--- src/rtl/cs_pkg.sv ---
package cs_pkg;
  localparam int unsigned N_CHAN = 3;

  typedef enum logic [1:0] {
    COL_RED = 2'b00,
    COL_GRN = 2'b01,
    COL_BLU = 2'b10,
    COL_RSV = 2'b11
  } colour_e;

  function automatic logic [N_CHAN-1:0] chan_onehot(input logic [1:0] c);
    chan_onehot = (c == COL_RSV) ? '0 : (N_CHAN'(1) << c);
  endfunction
endpackage

--- src/rtl/cs_pin_sync.sv ---
module cs_pin_sync #(
  parameter int unsigned STAGES = 2
) (
  input  logic clk_i,
  input  logic rst_ni,
  input  logic clr_i,
  input  logic pin_i,
  output logic lvl_o,
  output logic rise_o
);
  logic [STAGES-1:0] sync_q;
  logic              prev_q;

  generate
    if (STAGES == 1) begin : g_one
      always_ff @(posedge clk_i or negedge rst_ni)
        if (!rst_ni)    sync_q <= '0;
        else if (clr_i) sync_q <= '0;
        else            sync_q <= pin_i;
    end else begin : g_chain
      always_ff @(posedge clk_i or negedge rst_ni)
        if (!rst_ni)    sync_q <= '0;
        else if (clr_i) sync_q <= '0;
        else            sync_q <= {sync_q[STAGES-2:0], pin_i};
    end
  endgenerate

  assign lvl_o = sync_q[STAGES-1];

  always_ff @(posedge clk_i or negedge rst_ni)
    if (!rst_ni)    prev_q <= 1'b0;
    else if (clr_i) prev_q <= 1'b0;
    else            prev_q <= lvl_o;

  assign rise_o = lvl_o & ~prev_q;

  // an edge is a single-cycle event
  a_r6_single_rise: assert property (@(posedge clk_i) disable iff (!rst_ni)
    (rise_o && !clr_i) |=> !rise_o);
endmodule

--- src/rtl/cs_acyc_counter.sv ---
module cs_acyc_counter
  import cs_pkg::*;
(
  input  logic    clk_i,
  input  logic    rst_ni,
  input  logic    clr_i,
  input  logic    step_i,
  output colour_e cnt_o
);
  colour_e cnt_q, cnt_nxt;

  always_comb begin
    unique case (cnt_q)
      COL_RED: cnt_nxt = COL_GRN;
      COL_GRN: cnt_nxt = COL_BLU;
      default: cnt_nxt = COL_RED;
    endcase
  end

  always_ff @(posedge clk_i or negedge rst_ni)
    if (!rst_ni)      cnt_q <= COL_RED;
    else if (clr_i)   cnt_q <= COL_RED;  // clear wins over step
    else if (step_i)  cnt_q <= cnt_nxt;

  assign cnt_o = cnt_q;

  a_r9_clear_to_red: assert property (@(posedge clk_i) disable iff (!rst_ni)
    clr_i |=> cnt_o == COL_RED);
  a_r6_step_order: assert property (@(posedge clk_i) disable iff (!rst_ni)
    (step_i && !clr_i) |=>
      cnt_o == (($past(cnt_o) == COL_BLU) ? COL_RED :
                colour_e'($past(cnt_o) + 2'd1)));
  a_r1_cnt_valid: assert property (@(posedge clk_i) disable iff (!rst_ni)
    cnt_o != COL_RSV);
endmodule

--- src/rtl/cs_sel_hold.sv ---
module cs_sel_hold
  import cs_pkg::*;
(
  input  logic       clk_i,
  input  logic       rst_ni,
  input  logic       clr_i,
  input  logic [1:0] req_i,
  output logic [1:0] nxt_o,
  output logic [1:0] sel_o,
  output logic       rsvd_o
);
  logic [1:0] sel_q;
  logic       rsvd_q;
  logic       req_bad;

  assign req_bad = (req_i == COL_RSV);
  assign nxt_o   = req_bad ? sel_q : req_i;

  always_ff @(posedge clk_i or negedge rst_ni)
    if (!rst_ni) begin
      sel_q  <= COL_RED;
      rsvd_q <= 1'b0;
    end else if (clr_i) begin
      sel_q  <= COL_RED;
      rsvd_q <= 1'b0;
    end else begin
      sel_q  <= nxt_o;
      rsvd_q <= req_bad;
    end

  assign sel_o  = sel_q;
  assign rsvd_o = rsvd_q;

  a_r8_hold_on_rsvd: assert property (@(posedge clk_i) disable iff (!rst_ni)
    (req_i == COL_RSV && !clr_i) |=> ($stable(sel_o) && rsvd_o));
  a_r1_sel_valid: assert property (@(posedge clk_i) disable iff (!rst_ni)
    sel_o != COL_RSV);
endmodule

--- src/rtl/colour_sel_ctrl.sv ---
module colour_sel_ctrl
  import cs_pkg::*;
#(
  parameter int unsigned SYNC_STAGES = 2
) (
  input  logic       clk_i,
  input  logic       rst_ni,
  input  logic       lbl_en_i,
  input  logic       acyc_sel_i,
  input  logic       fmux_en_i,
  input  logic [1:0] int_code_i,
  input  logic [1:0] force_code_i,
  input  logic       int_clamp_i,
  input  logic       mono_i,
  input  logic [1:0] mono_chan_i,
  input  logic [1:0] phase_i,
  input  logic       pin_i,
  input  logic       soft_rst_i,
  input  logic       acyc_rst_i,
  output logic [1:0] mux_sel_o,
  output logic [1:0] gain_sel_o,
  output logic       clamp_en_o,
  output logic [2:0] amp_en_o,
  output logic       mono_eff_o,
  output logic [1:0] chan_eff_o,
  output logic       rsvd_o
);
  localparam logic [N_CHAN-1:0] AMP_ALL = '1;
  localparam logic [N_CHAN-1:0] AMP_RED = N_CHAN'(1);

  logic       pin_lvl, pin_rise;
  colour_e    cnt;
  logic [1:0] path_req, mux_req, gain_nxt, mux_nxt;
  logic       gain_rsvd, mux_rsvd;
  logic       acyc_mode;
  logic       clamp_d;
  logic [N_CHAN-1:0] amp_d;
  logic       clamp_q, mono_q;
  logic [N_CHAN-1:0] amp_q;
  logic [1:0] chan_q;

  cs_pin_sync #(.STAGES(SYNC_STAGES)) u_sync (
    .clk_i  (clk_i),
    .rst_ni (rst_ni),
    .clr_i  (soft_rst_i),
    .pin_i  (pin_i),
    .lvl_o  (pin_lvl),
    .rise_o (pin_rise)
  );

  cs_acyc_counter u_cnt (
    .clk_i  (clk_i),
    .rst_ni (rst_ni),
    .clr_i  (soft_rst_i | acyc_rst_i),
    .step_i (pin_rise),
    .cnt_o  (cnt)
  );

  assign acyc_mode = lbl_en_i & acyc_sel_i;

  always_comb begin
    if (!lbl_en_i)      path_req = mono_i ? mono_chan_i : phase_i;
    else if (acyc_sel_i) path_req = cnt;
    else                path_req = int_code_i;
  end

  assign mux_req = (lbl_en_i && fmux_en_i) ? force_code_i : path_req;

  cs_sel_hold u_gain (
    .clk_i  (clk_i),
    .rst_ni (rst_ni),
    .clr_i  (soft_rst_i),
    .req_i  (path_req),
    .nxt_o  (gain_nxt),
    .sel_o  (gain_sel_o),
    .rsvd_o (gain_rsvd)
  );

  cs_sel_hold u_mux (
    .clk_i  (clk_i),
    .rst_ni (rst_ni),
    .clr_i  (soft_rst_i),
    .req_i  (mux_req),
    .nxt_o  (mux_nxt),
    .sel_o  (mux_sel_o),
    .rsvd_o (mux_rsvd)
  );

  assign clamp_d = acyc_mode ? int_clamp_i : pin_lvl;

  always_comb begin
    if (lbl_en_i)    amp_d = AMP_RED;      // green/blue powered off
    else if (mono_i) amp_d = chan_onehot(gain_nxt);
    else             amp_d = AMP_ALL;
  end

  always_ff @(posedge clk_i or negedge rst_ni)
    if (!rst_ni) begin
      clamp_q <= 1'b0;
      amp_q   <= AMP_ALL;
      mono_q  <= 1'b0;
      chan_q  <= COL_RED;
    end else if (soft_rst_i) begin
      clamp_q <= 1'b0;
      amp_q   <= AMP_ALL;
      mono_q  <= 1'b0;
      chan_q  <= COL_RED;
    end else begin
      clamp_q <= clamp_d;
      amp_q   <= amp_d;
      mono_q  <= lbl_en_i | mono_i;
      chan_q  <= lbl_en_i ? COL_RED : mono_chan_i;
    end

  assign clamp_en_o = clamp_q;
  assign amp_en_o   = amp_q;
  assign mono_eff_o = mono_q;
  assign chan_eff_o = chan_q;
  assign rsvd_o     = gain_rsvd | mux_rsvd;

  a_r2_lbl_forced: assert property (@(posedge clk_i) disable iff (!rst_ni)
    (lbl_en_i && !soft_rst_i) |=>
      (mono_eff_o && chan_eff_o == COL_RED && amp_en_o == 3'b001));
  a_r5_acyc_clamp: assert property (@(posedge clk_i) disable iff (!rst_ni)
    (lbl_en_i && acyc_sel_i && !soft_rst_i) |=> clamp_en_o == $past(int_clamp_i));
  a_r7_force_mux: assert property (@(posedge clk_i) disable iff (!rst_ni)
    (lbl_en_i && fmux_en_i && force_code_i != COL_RSV && !soft_rst_i) |=>
      mux_sel_o == $past(force_code_i));
  a_r10_soft_defaults: assert property (@(posedge clk_i) disable iff (!rst_ni)
    soft_rst_i |=> (mux_sel_o == COL_RED && gain_sel_o == COL_RED && !clamp_en_o &&
                    amp_en_o == 3'b111 && !mono_eff_o && !rsvd_o));
  a_r1_amp_onehot_mono: assert property (@(posedge clk_i) disable iff (!rst_ni)
    (mono_eff_o) |-> $onehot0(amp_en_o));
endmodule

--- config.mk ---
export PLATFORM = sky130hd
export DESIGN_NAME = colour_sel_ctrl
export DESIGN_NICKNAME = d
export VERILOG_FILES = /design/src/rtl/cs_pkg.sv /design/src/rtl/cs_pin_sync.sv /design/src/rtl/cs_acyc_counter.sv /design/src/rtl/cs_sel_hold.sv /design/src/rtl/colour_sel_ctrl.sv
export SDC_FILE = /design/constraint.sdc
export NUM_CORES = 1
export LEC_CHECK = 0
export ABC_AREA = 0
export BUFFER_PORTS_ARGS = -buffer_cell sky130_fd_sc_hd__clkbuf_2
export CAP_MARGIN = 10
export CELL_PAD_IN_SITES_DETAIL_PLACEMENT = 1
export CELL_PAD_IN_SITES_GLOBAL_PLACEMENT = 1
export CORE_MARGIN = 2
export CORE_UTILIZATION = 33
export DETAILED_ROUTE_END_ITERATION = 16
export GPL_ROUTABILITY_DRIVEN = 1
export PLACE_DENSITY = 0.73
export SLEW_MARGIN = 25
export SYNTH_ARGS = -nofsm -noshare
export SYNTH_HDL_FRONTEND = slang
export SYNTH_SLANG_ARGS = --single-unit
--- constraint.sdc ---
create_clock -name clk_i -period 2.75 [get_ports clk_i]
set_clock_uncertainty 0.2 [all_clocks]
set_input_delay 0.275 -clock clk_i [delete_from_list [all_inputs] [get_ports clk_i]]
set_output_delay 0.275 -clock clk_i [all_outputs]
set_load 0.02 [all_outputs]
==> key figures, run 1 <==
Run status
  – Status: finished clean

Detailed routing
  – Drc violations: 0
  – Vias/cell: around 4.7
  – Pre-antenna DRT Iters: 3
  – DRT iter0 DRCs: 5
  – DRT antenna net count: 0
  – Via count: 648
  – Final wirelength: 1780 µm
  – DR WL/cell: around 13 µm

Clock network
  – Root Driver: clkbuf_4
  – CTS tree: done
  – Clock Latency Late Sink: approximately 0.29 ns
  – Post-CTS sizing: 0
  – CTS max path bufs: 2
  – CTS Buf Count: 3
  – Clk slew on worst S/H paths: approximately 0.11 ns
  – CTS H-tree depth: 1
  – Post-CTS Setup Bufs: 0
  – Clk sinks: 18

Logic synthesis
  – Mapped Area: about 790 µm²
  – Post-synth top area cell: dfrtp_1
  – Synth top area share: 0.477
  – Yosys reg bits: 18
  – Yosys cell types: 27
  – Seq/Total Area, Yosys: 0.577
  – Mapped Cells: 74
  – Yosys warnings: 0
  – Mapped Nets: 92
  – Synth top area cells: dfrtp_1 (48%), dfstp_2 (10%), mux2i_1 (5.1%)
  – Syn Area/Cell: roughly 11 µm²

Floorplanning
  – Site Rows: 17
  – Die W: 52.8 µm
  – Die area: 0.00279 mm²
  – Starting density of the core: 0.352
  – Core ar.: about 0.0022 mm²
  – I/O pin cnt: 30
  – Die height: between 50 and 60 µm

Power and ir drop
  – Register share of total power: 0.524
  – P per Cell Area: 522 mW/mm²
  – Net Sw Power: around 140 µW
  – Gate power share: 0.176
  – P_leak: around 0.00053 µW
  – P_int: 400 µW
  – Clock Power Share: 0.299
  – Sw frac: 0.265
  – VDD IR max: approximately 240 µV
  – Total power: about 540 µW

Place
  – Pre-CTS setup slack: slightly above 1 ns
  – PortBufs: 29
  – Hpwl dp: about 1300 µm
  – GP Congestion: approximately 0.77

Hold path
  – Worst hold path type: in -> reg

Layout
  – Multi-input logic area: 304 µm²
  – Reg area: about 450 µm²
  – Commonest non-fill, non-tap cells in the layout: clkbuf_2 (29), dfrtp_1 (15), nor3_1 (7), a21oi_1 (7), nor2_1 (6)
  – Most common cell after layout, fill and taps aside: clkbuf_2
  – P&R area growth vs syn: 32.4%
  – Nets: ~130
  – N_diodes: 0
  – Fraction of layout cells with a size suffix above 1: 0.364
  – Core Util, Final: 0.467
  – Fill count: ~260

STA
  – Final worst slack: just over 0.7 ns
  – Slew margin rel.: 0.710
  – Fin Hold WS: slightly above 0.008 ns
  – Worst slew pin tran: about 0.43 ns
  – Crit path time final: roughly 2.0 ns
  – Final hold violation count: 0
  – Post-route setup TNS: 0 ns
  – Peak Freq: about 0.49 GHz
  – Period utilisation layout: 0.739
  – Final Max Slew Viols: 0
  – Final setup violation count: 0
  – RSZ-0062 raised after global routing: false

Job
  – Number of max-cap violations: 0

GRT
  – Total track usage: 0.151
  – Initial antenna violation count: 0
  – GRT overflow: 0
  – Largest net degree at the start of global routing: 19
  – First-pass GRT wire length: ~3000 µm
  – Number of global-route vias before repair: about 620

Critical path
  – Critical path startpoint category: input port
  – CP Data Arrival Time: between 2 and 2.5 ns
  – Worst Setup End Kind: flip-flop
  – Peak fanout along the critical path: 5
  – Worst Setup Path Type: in -> reg
  – Crit path required time: 2.79 ns
power by group through the flow:
stage          logic, µW  clock network, µW  registers [µW]
3_3_place_gp        90.3                  0             290
5_1_grt              108                180             287
3_5_place_dp        91.0                  0             290
4_1_cts             96.9                170             285
2_1_floorplan       41.0                  0             302
6_report            96.0                163             285
critical path, stage by stage:
cell and delay [ns]:
dlygate4sd3_1 0.55, clkbuf_2 0.15, mux2i_1 0.19, mux2_4 0.32, or4_1 0.48, nand4_1 0.10
repair_timing:
action / 4_1_cts / 5_1_grt
endpoints found under the setup margin: 0 / 0
endpoints found under the hold margin: 20 / 0
hold buffers: 5 / 0
cell type report:
class                      instances  share of cell area
clock buffer                       4              0.0348
timing repair buffer              34               0.187
tap                               28              0.0336
inverter                           4              0.0168
multi-input combinational         50               0.292
sequential                        18               0.436
cells in the mapped netlist:
library cell,count
or4_1,1
mux2i_1,4
and2_1,2
a21oi_1,7
o31ai_1,1
o21ai_1,1
nor2_1,6
nand2b_1,2
inv_4,1
inv_1,3
a211o_1,1
buf_4,1
or2_2,1
dfstp_2,3
dfrtp_1,15
nand3_1,1
a31oi_1,1
o21a_1,1
nand2_1,4
buf_1,1
or2_1,1
nor3_1,7
nand4_1,1
mux2_2,1
nor2b_1,5
nor3b_1,1
mux2_4,1
sequential cells by signal, indices dropped and copies added, names as in the netlist:
signal	cells
clamp_en_o	1
u_mux.rsvd_o	1
u_mux.sel_o	2
u_sync.prev_q	1
u_sync.sync_q	2
chan_eff_o	2
u_gain.rsvd_o	1
u_cnt.cnt_o	2
amp_en_o	3
u_gain.sel_o	2
mono_eff_o	1
worst paths after layout:
| check | startpoint | end | slack, ns | depth (start not counted) |
|---|---|---|---|---|
| hold / removal | mono_chan_i[0] | chan_eff_o[0] | 0.008 | 2 |
| min in group asynchronous | rst_ni | u_mux.sel_o[1] | 0.27 | 2 |
| hold reg to reg | u_sync.sync_q[0] | u_sync.sync_q[1] | 0.29 | 1 |
| max in group asynchronous | rst_ni | amp_en_o[0] | 1.75 | 2 |
| setup reg to reg | u_cnt.cnt_o[1] | amp_en_o[0] | 1.09 | 4 |
| setup / recovery | mono_i | amp_en_o[0] | 0.72 | 6 |
metrics by stage:
stage / std cells / instance area [µm²]
floorplan: 74 / 787
global placement: 129 / 956
detailed placement: 129 / 956
CTS: 138 / 1040
global route: 138 / 1040
finish: 138 / 1040
layer usage:
metal	share of wire	global-route usage	wire length [µm]
met5	0	0	0
met4	0.012	0.0769	21
met3	0.046	0.0171	82
met2	0.50	0.242	885
met1	0.44	0.201	791
cells by family (layout without fill, tap and decap cells):
kind of cell,after synthesis,after routing,synth area share
AOI/OAI and AO/OA,12,12,0.0890
buffers and inverters,6,42,0.0366
DFF,18,18,0.577
muxes,6,6,0.0843
and+or+nand+nor,32,32,0.213
No activity file was read; power rests on OpenSTA's default activity.
==> inputs of run 2 (changes only) <==
--- a/config.mk
+++ b/config.mk
@@ -5,7 +5,7 @@
 export SDC_FILE = /design/constraint.sdc
 export NUM_CORES = 1
 export LEC_CHECK = 0
-export ABC_AREA = 0
+export ABC_AREA = 1
 export BUFFER_PORTS_ARGS = -buffer_cell sky130_fd_sc_hd__clkbuf_2
 export CAP_MARGIN = 10
 export CELL_PAD_IN_SITES_DETAIL_PLACEMENT = 1
@@ -14,7 +14,7 @@
 export CORE_UTILIZATION = 33
 export DETAILED_ROUTE_END_ITERATION = 16
 export GPL_ROUTABILITY_DRIVEN = 1
-export PLACE_DENSITY = 0.73
+export PLACE_DENSITY = 0.75
 export SLEW_MARGIN = 25
 export SYNTH_ARGS = -nofsm -noshare
 export SYNTH_HDL_FRONTEND = slang
==> constraint.sdc (replaced) <==
create_clock -name clk_i -period 2.1 [get_ports clk_i]
set_clock_uncertainty 0.2 [all_clocks]
set_input_delay 0.21 -clock clk_i [delete_from_list [all_inputs] [get_ports clk_i]]
set_output_delay 0.21 -clock clk_i [all_outputs]
set_load 0.02 [all_outputs]
==> key figures, run 2 <==
GRT
  – First-pass GRT wire length: just under 4000 µm
  – Global route hottest layer: met2
  – Grt met3 use: 0.0141
  – Total track usage: 0.157
  – Initial antenna violation count: 0
  – GRT met1 Usage: 0.224
  – Number of global-route vias before repair: 880
  – GRT overflow: 0
  – Largest net degree at the start of global routing: 19
  – Met2 usage: 0.255

Hold path
  – Worst hold path type: in -> reg
  – Hold EP: clamp_en_o
  – Hold path depth: 3
  – Worst hold start: int_clamp_i

Clock network
  – Hold buffer count at cts: 4
  – Clk slew on worst S/H paths: roughly 0.10 ns
  – Clock Latency Late Sink: 0.28 ns
  – CTS H-tree depth: 1
  – Clk sinks: 18
  – CTS max path bufs: 2
  – Post-CTS Setup Bufs: 0
  – Post-CTS sizing: 0
  – Root Driver: clkbuf_4
  – CTS tree: done
  – CTS Buf Count: 3

Logic synthesis
  – Synth Flop Type: dfrtp_1
  – Mapped Cells: 112
  – Most instantiated library cell after synthesis: nand2_1
  – Yosys reg bits: 18
  – Synth top cells by count: nand2_1 (34), dfrtp_1 (15), inv_1 (14), nor2_1 (14), nand3_1 (8)
  – Synth top area cells: dfrtp_1 (43%), nand2_1 (15%), dfstp_2 (9.1%)
  – Post-synth EDFFs: 0
  – Mapped Nets: 130
  – Synth top area share: 0.432
  – Seq/Total Area, Yosys: 0.523
  – Yosys warnings: 0
  – Mapped Area: slightly below 900 µm²
  – Post-synth top area cell: dfrtp_1
  – Syn Area/Cell: approximately 7.8 µm²
  – Yosys cell types: 17
  – FFs w/ async S/R, synth: 1.00

Power and ir drop
  – P_leak: 0.000628 µW
  – VDD IR max: 254 µV
  – P per Cell Area: ~640 mW/mm²

STA
  – Slew margin rel.: 0.700
  – Peak Freq: between 0.6 and 0.7 GHz
  – Post-route setup TNS: 0 ns
  – Worst slew pin tran: ~0.45 ns
  – RSZ-0062 raised after global routing: false
  – Fin Hold WS: 0.0137 ns
  – Final hold violation count: 0
  – Final Max Slew Viols: 0
  – Final setup violation count: 0
  – Period utilisation layout: 0.710
  – Crit path time final: between 1 and 1.5 ns

Detailed routing
  – DR WL/cell: roughly 12 µm
  – Final wirelength: 2180 µm
  – DRT antenna net count: 0
  – Vias/cell: approximately 4.6
  – DRT iter0 DRCs: 22
  – Pre-antenna DRT Iters: 4
  – Drc violations: 0
  – Via count: 815

Floorplanning
  – Die area: between 0.003 and 0.004 mm²
  – I/O pin cnt: 30
  – Site Rows: 18
  – Starting density of the core: 0.351
  – Core ar.: about 0.0025 mm²
  – Die height: around 55 µm
  – Die W: 55.3 µm

Layout
  – Most common cell after layout, fill and taps aside: nand2_1
  – Core Util, Final: 0.445
  – P&R area growth vs syn: 26.9%
  – Non-filler cells in the finished layout: approximately 180
  – Commonest non-fill, non-tap cells in the layout: nand2_1 (34), clkbuf_2 (29), dfrtp_1 (15)
  – Fill count: around 330
  – Largest register FFs: 3
  – Fraction of layout cells with a size suffix above 1: 0.299
  – N_diodes: 0
  – Nets: approximately 170
  – Post-route cell area: around 0.0011 mm²

Place
  – Post-Place Cell Area: 0.00104 mm²
  – GP Congestion: ~0.78
  – Placed Cells incl. Taps: 169
  – PortBufs: 29
  – Hpwl dp: roughly 1800 µm

Critical path
  – Max stage delay on crit path: roughly 0.53 ns
  – Crit path required time: ~2.1 ns
  – Critical path startpoint category: input port
  – CP Data Arrival Time: roughly 1.5 ns
  – Peak fanout along the critical path: 3
  – Worst Setup Path Type: in -> reg
  – Delay-heaviest family, CP: buffers and inverters
  – FF-to-FF path depth: 8
  – FF-to-FF End: u_mux.rsvd_o
  – Cell Chain, Critical Path: dlygate4sd3_1 -> clkbuf_2 -> nand3_1 -> nand2_1 -> nor2_2 -> nand2_1 -> nand3_1 -> nor2_1
  – R2r setup slk: about 0.66 ns
  – Slowest CP cell: dlygate4sd3_1
  – Bufs and invs on worst path: 2
  – Worst Setup End Kind: flip-flop
  – RR Startpoint: u_cnt.cnt_o[1]

Run status
  – Status: finished clean

Job
  – Number of max-cap violations: 0
==> run 2: cell type report <==
cell class	count	area, µm²	area share
sequential	18	454	0.412
timing repair buffer	33	185	0.168
inverter	15	58.8	0.0533
tap	30	37.5	0.0341
multi-input combinational	77	340	0.309
clock buffer	4	26.3	0.0238
==> run 2: how the worst max path moves through the flow <==
| stage | to | from | cells past startpoint |
|---|---|---|---|
| 2_1_floorplan | u_mux.sel_o[1] | u_cnt.cnt_o[1] | 8 |
| 3_3_place_gp | u_mux.rsvd_o | lbl_en_i | 8 |
| 3_5_place_dp | u_mux.rsvd_o | lbl_en_i | 8 |
| 4_1_cts | rsvd_o | u_mux.rsvd_o | 2 |
| 5_1_grt | rsvd_o | u_mux.rsvd_o | 2 |
| 6_report | u_mux.rsvd_o | mono_chan_i[1] | 8 |
==> run 2: cell families after synthesis <==
| group | after synthesis | synth area share |
|---|---|---|
| buf+inv | 17 | 0.0850 |
| flops | 18 | 0.523 |
| compound gates | 7 | 0.0403 |
| simple gates | 70 | 0.352 |
==> run 2: worst reg2reg max path, cell delays in order (launching register included) <==
cell     delay [ns]
dfrtp_1        0.37
inv_1          0.12
nand2_1        0.09
nand2_1        0.07
nor2_1         0.05
nor2_2         0.15
nand2_1        0.10
nand3_1        0.12
nor2_1         0.06
==> run 2: metal layers <==
metal	vias up	part of all wire
met2	22	0.48
met3	2	0.031
met1	380	0.48
met4	0	0.0087
met5	-	0
li1	411	-
==> run 2: through the flow <==
| stage | setup WS, ns | power [µW] |
|---|---|---|
| after floorplan | 0.901 | 476 |
| after global placement | 0.729 | 528 |
| after detailed placement | 0.673 | 536 |
| after CTS | 0.598 | 717 |
| after global routing | 0.538 | 760 |
| final | 0.609 | 707 |
==> run 2: power by group <==
group	internal, µW	switching (µW)	leakage [µW]	total [µW]
registers	369	7.21	0.000232	376
logic	54.4	101	0.000381	156
clock network	73.6	101	0.0000150	175
==> inputs of run 3 (changes only) <==
==> constraint.sdc (replaced) <==
create_clock -name clk_i -period 1.5 [get_ports clk_i]
set_clock_uncertainty 0.2 [all_clocks]
set_input_delay 0.15 -clock clk_i [delete_from_list [all_inputs] [get_ports clk_i]]
set_output_delay 0.15 -clock clk_i [all_outputs]
set_load 0.02 [all_outputs]
==> key figures, run 3 (same netlist as run 2, synthesis figures left out) <==
Run status
  – Status: finished clean

GRT
  – GRT overflow: 0
  – Total track usage: 0.166
  – Largest net degree at the start of global routing: 19
  – First-pass GRT wire length: around 4000 µm
  – Initial antenna violation count: 0
  – Number of global-route vias before repair: between 800 and 900

STA
  – Peak Freq: approximately 0.7 GHz
  – Crit path time final: 1.43 ns
  – Period utilisation layout: 0.952
  – Final Max Slew Viols: 0
  – Worst slew pin tran: approximately 0.44 ns
  – Final hold violation count: 0
  – Slew margin rel.: 0.705
  – Final setup violation count: 0

Hold path
  – Hold EP: u_gain.sel_o[0]
  – Worst hold start: soft_rst_i
  – Hold path depth: 3
  – Worst hold path type: in -> reg

Critical path
  – Delay-heaviest family, CP: flip-flops
  – CP Data Arrival Time: ~1.1 ns
  – Worst Setup Path Type: reg -> out
  – FF-to-FF End: u_mux.rsvd_o
  – Cell Chain, Critical Path: or2_2 -> clkbuf_2
  – FF-to-FF path depth: 8
  – RR Startpoint: u_cnt.cnt_o[0]
  – Crit path required time: between 1 and 1.5 ns
  – Max stage delay on crit path: approximately 0.36 ns
  – Bufs and invs on worst path: 1
  – Slowest CP cell: dfrtp_1
  – Worst Setup End Kind: output port
  – R2r setup slk: 0.12 ns
  – Peak fanout along the critical path: 1
  – Critical path startpoint category: flip-flop

Power and ir drop
  – Total power: roughly 1000 µW
  – P_int: a little over 700 µW
  – Net Sw Power: around 310 µW
  – P per Cell Area: about 850 mW/mm²
  – Register share of total power: 0.515
  – Gate power share: 0.238
  – Sw frac: 0.302
  – VDD IR max: ~470 µV
  – Clock Power Share: 0.246
  – P_leak: around 0.00067 µW

Floorplanning
  – Die height: between 50 and 60 µm
  – I/O pin cnt: 30
  – Core ar.: 0.00248 mm²
  – Starting density of the core: 0.351
  – Die W: 55.3 µm
  – Site Rows: 18
  – Die area: ~0.0031 mm²

Clock network
  – CTS Buf Count: 3
  – Root Driver: clkbuf_4
  – Post-CTS Setup Bufs: 0
  – CTS H-tree depth: 1
  – Clock Latency Late Sink: 0.29 ns
  – Clk slew on worst S/H paths: approximately 0.090 ns
  – Clk sinks: 18
  – CTS tree: done
  – CTS max path bufs: 2

Detailed routing
  – Drc violations: 0
  – Vias/cell: around 4.6
  – Final wirelength: 2250 µm
  – Via count: around 860
  – DRT antenna net count: 0
  – DR WL/cell: 12.2 µm
  – Pre-antenna DRT Iters: 4
  – DRT iter0 DRCs: 7

Layout
  – N_diodes: 0
  – Core Util, Final: 0.485
  – Fraction of layout cells with a size suffix above 1: 0.323
  – Largest register FFs: 3
  – Nets: 174
  – Non-filler cells in the finished layout: about 190
  – P&R area growth vs syn: 38.3%
  – Most common cell after layout, fill and taps aside: nand2_1
  – Commonest non-fill, non-tap cells in the layout: nand2_1 (31), clkbuf_2 (27), dfrtp_1 (15)

Place
  – Placed Cells incl. Taps: 170
  – Hpwl dp: approximately 1700 µm
  – PortBufs: 29
  – GP Congestion: around 0.9

Job
  – Number of max-cap violations: 0
## run 3: cell types whose count changed in the layout (fill, tap and decap cells not counted), moves of 2 or more
cell / delta
clkbuf_2: -2
dlygate4sd3_1: +7
nand2_1: -3
nand2_2: +3
## run 3: how the worst max path moves through the flow
stage | start | slack (ns) | to | cells after the start
6_report | u_mux.rsvd_o | 0.07 | rsvd_o | 2
4_1_cts | acyc_sel_i | 0.01 | u_mux.sel_o[0] | 11
2_1_floorplan | u_cnt.cnt_o[1] | 0.30 | u_mux.sel_o[1] | 8
3_3_place_gp | u_cnt.cnt_o[0] | 0.19 | u_mux.sel_o[1] | 9
5_1_grt | u_cnt.cnt_o[0] | -0.008 | u_mux.sel_o[1] | 9
3_5_place_dp | u_cnt.cnt_o[0] | 0.16 | u_mux.sel_o[1] | 9
## run 3: per-stage QoR
step | hold WS, ns | setup TNS (ns) | worst slack [ns] | cell area (µm²)
floorplan | -0.346 | 0 | 0.301 | 868
global placement | -0.0963 | 0 | 0.193 | 1040
detailed placement | -0.0858 | 0 | 0.163 | 1040
CTS | 0.00819 | 0 | 0.0145 | 1190
global route | 0.0170 | -0.00797 | -0.00797 | 1200
finish | 0.00653 | 0 | 0.0719 | 1200
## run 3: layer usage
layer | GRT usage | up-vias | wire (µm)
met2 | 0.270 | 26 | 1040
li1 | - | 427 | -
met4 | 0.0627 | 0 | 44
met5 | 0 | - | 0
met3 | 0.0164 | 5 | 83
met1 | 0.226 | 400 | 1080
## run 3: repair_timing
item,4_1_cts,5_1_grt
setup endpoints to repair,0,8
hold buffers,12,0
endpoints found under the hold margin,25,0
resized for setup,0,9
## run 3: power by group through the flow
stage	clock network (µW)	logic [µW]	registers [µW]
after CTS	259	240	527
after detailed placement	0	214	536
after floorplan	0	107	559
final	252	244	527
after global placement	0	208	534
after global routing	286	277	530
## run 3: cell type report
class / count / area (µm²)
Fill cell: 329 / 1280
Sequential cell: 18 / 454
Multi-Input combinational cell: 77 / 354
Timing Repair Buffer: 41 / 270
Inverter: 15 / 58.8
Tap cell: 30 / 37.5
Clock buffer: 4 / 26.3
## run 3: worst register-to-register path, delay by kind of cell (launching register included)
kind / cells / cell delay [ns]
buffers and inverters: 1 / 0.07
flip-flops: 1 / 0.40
AND/OR/NAND/NOR: 7 / 0.60
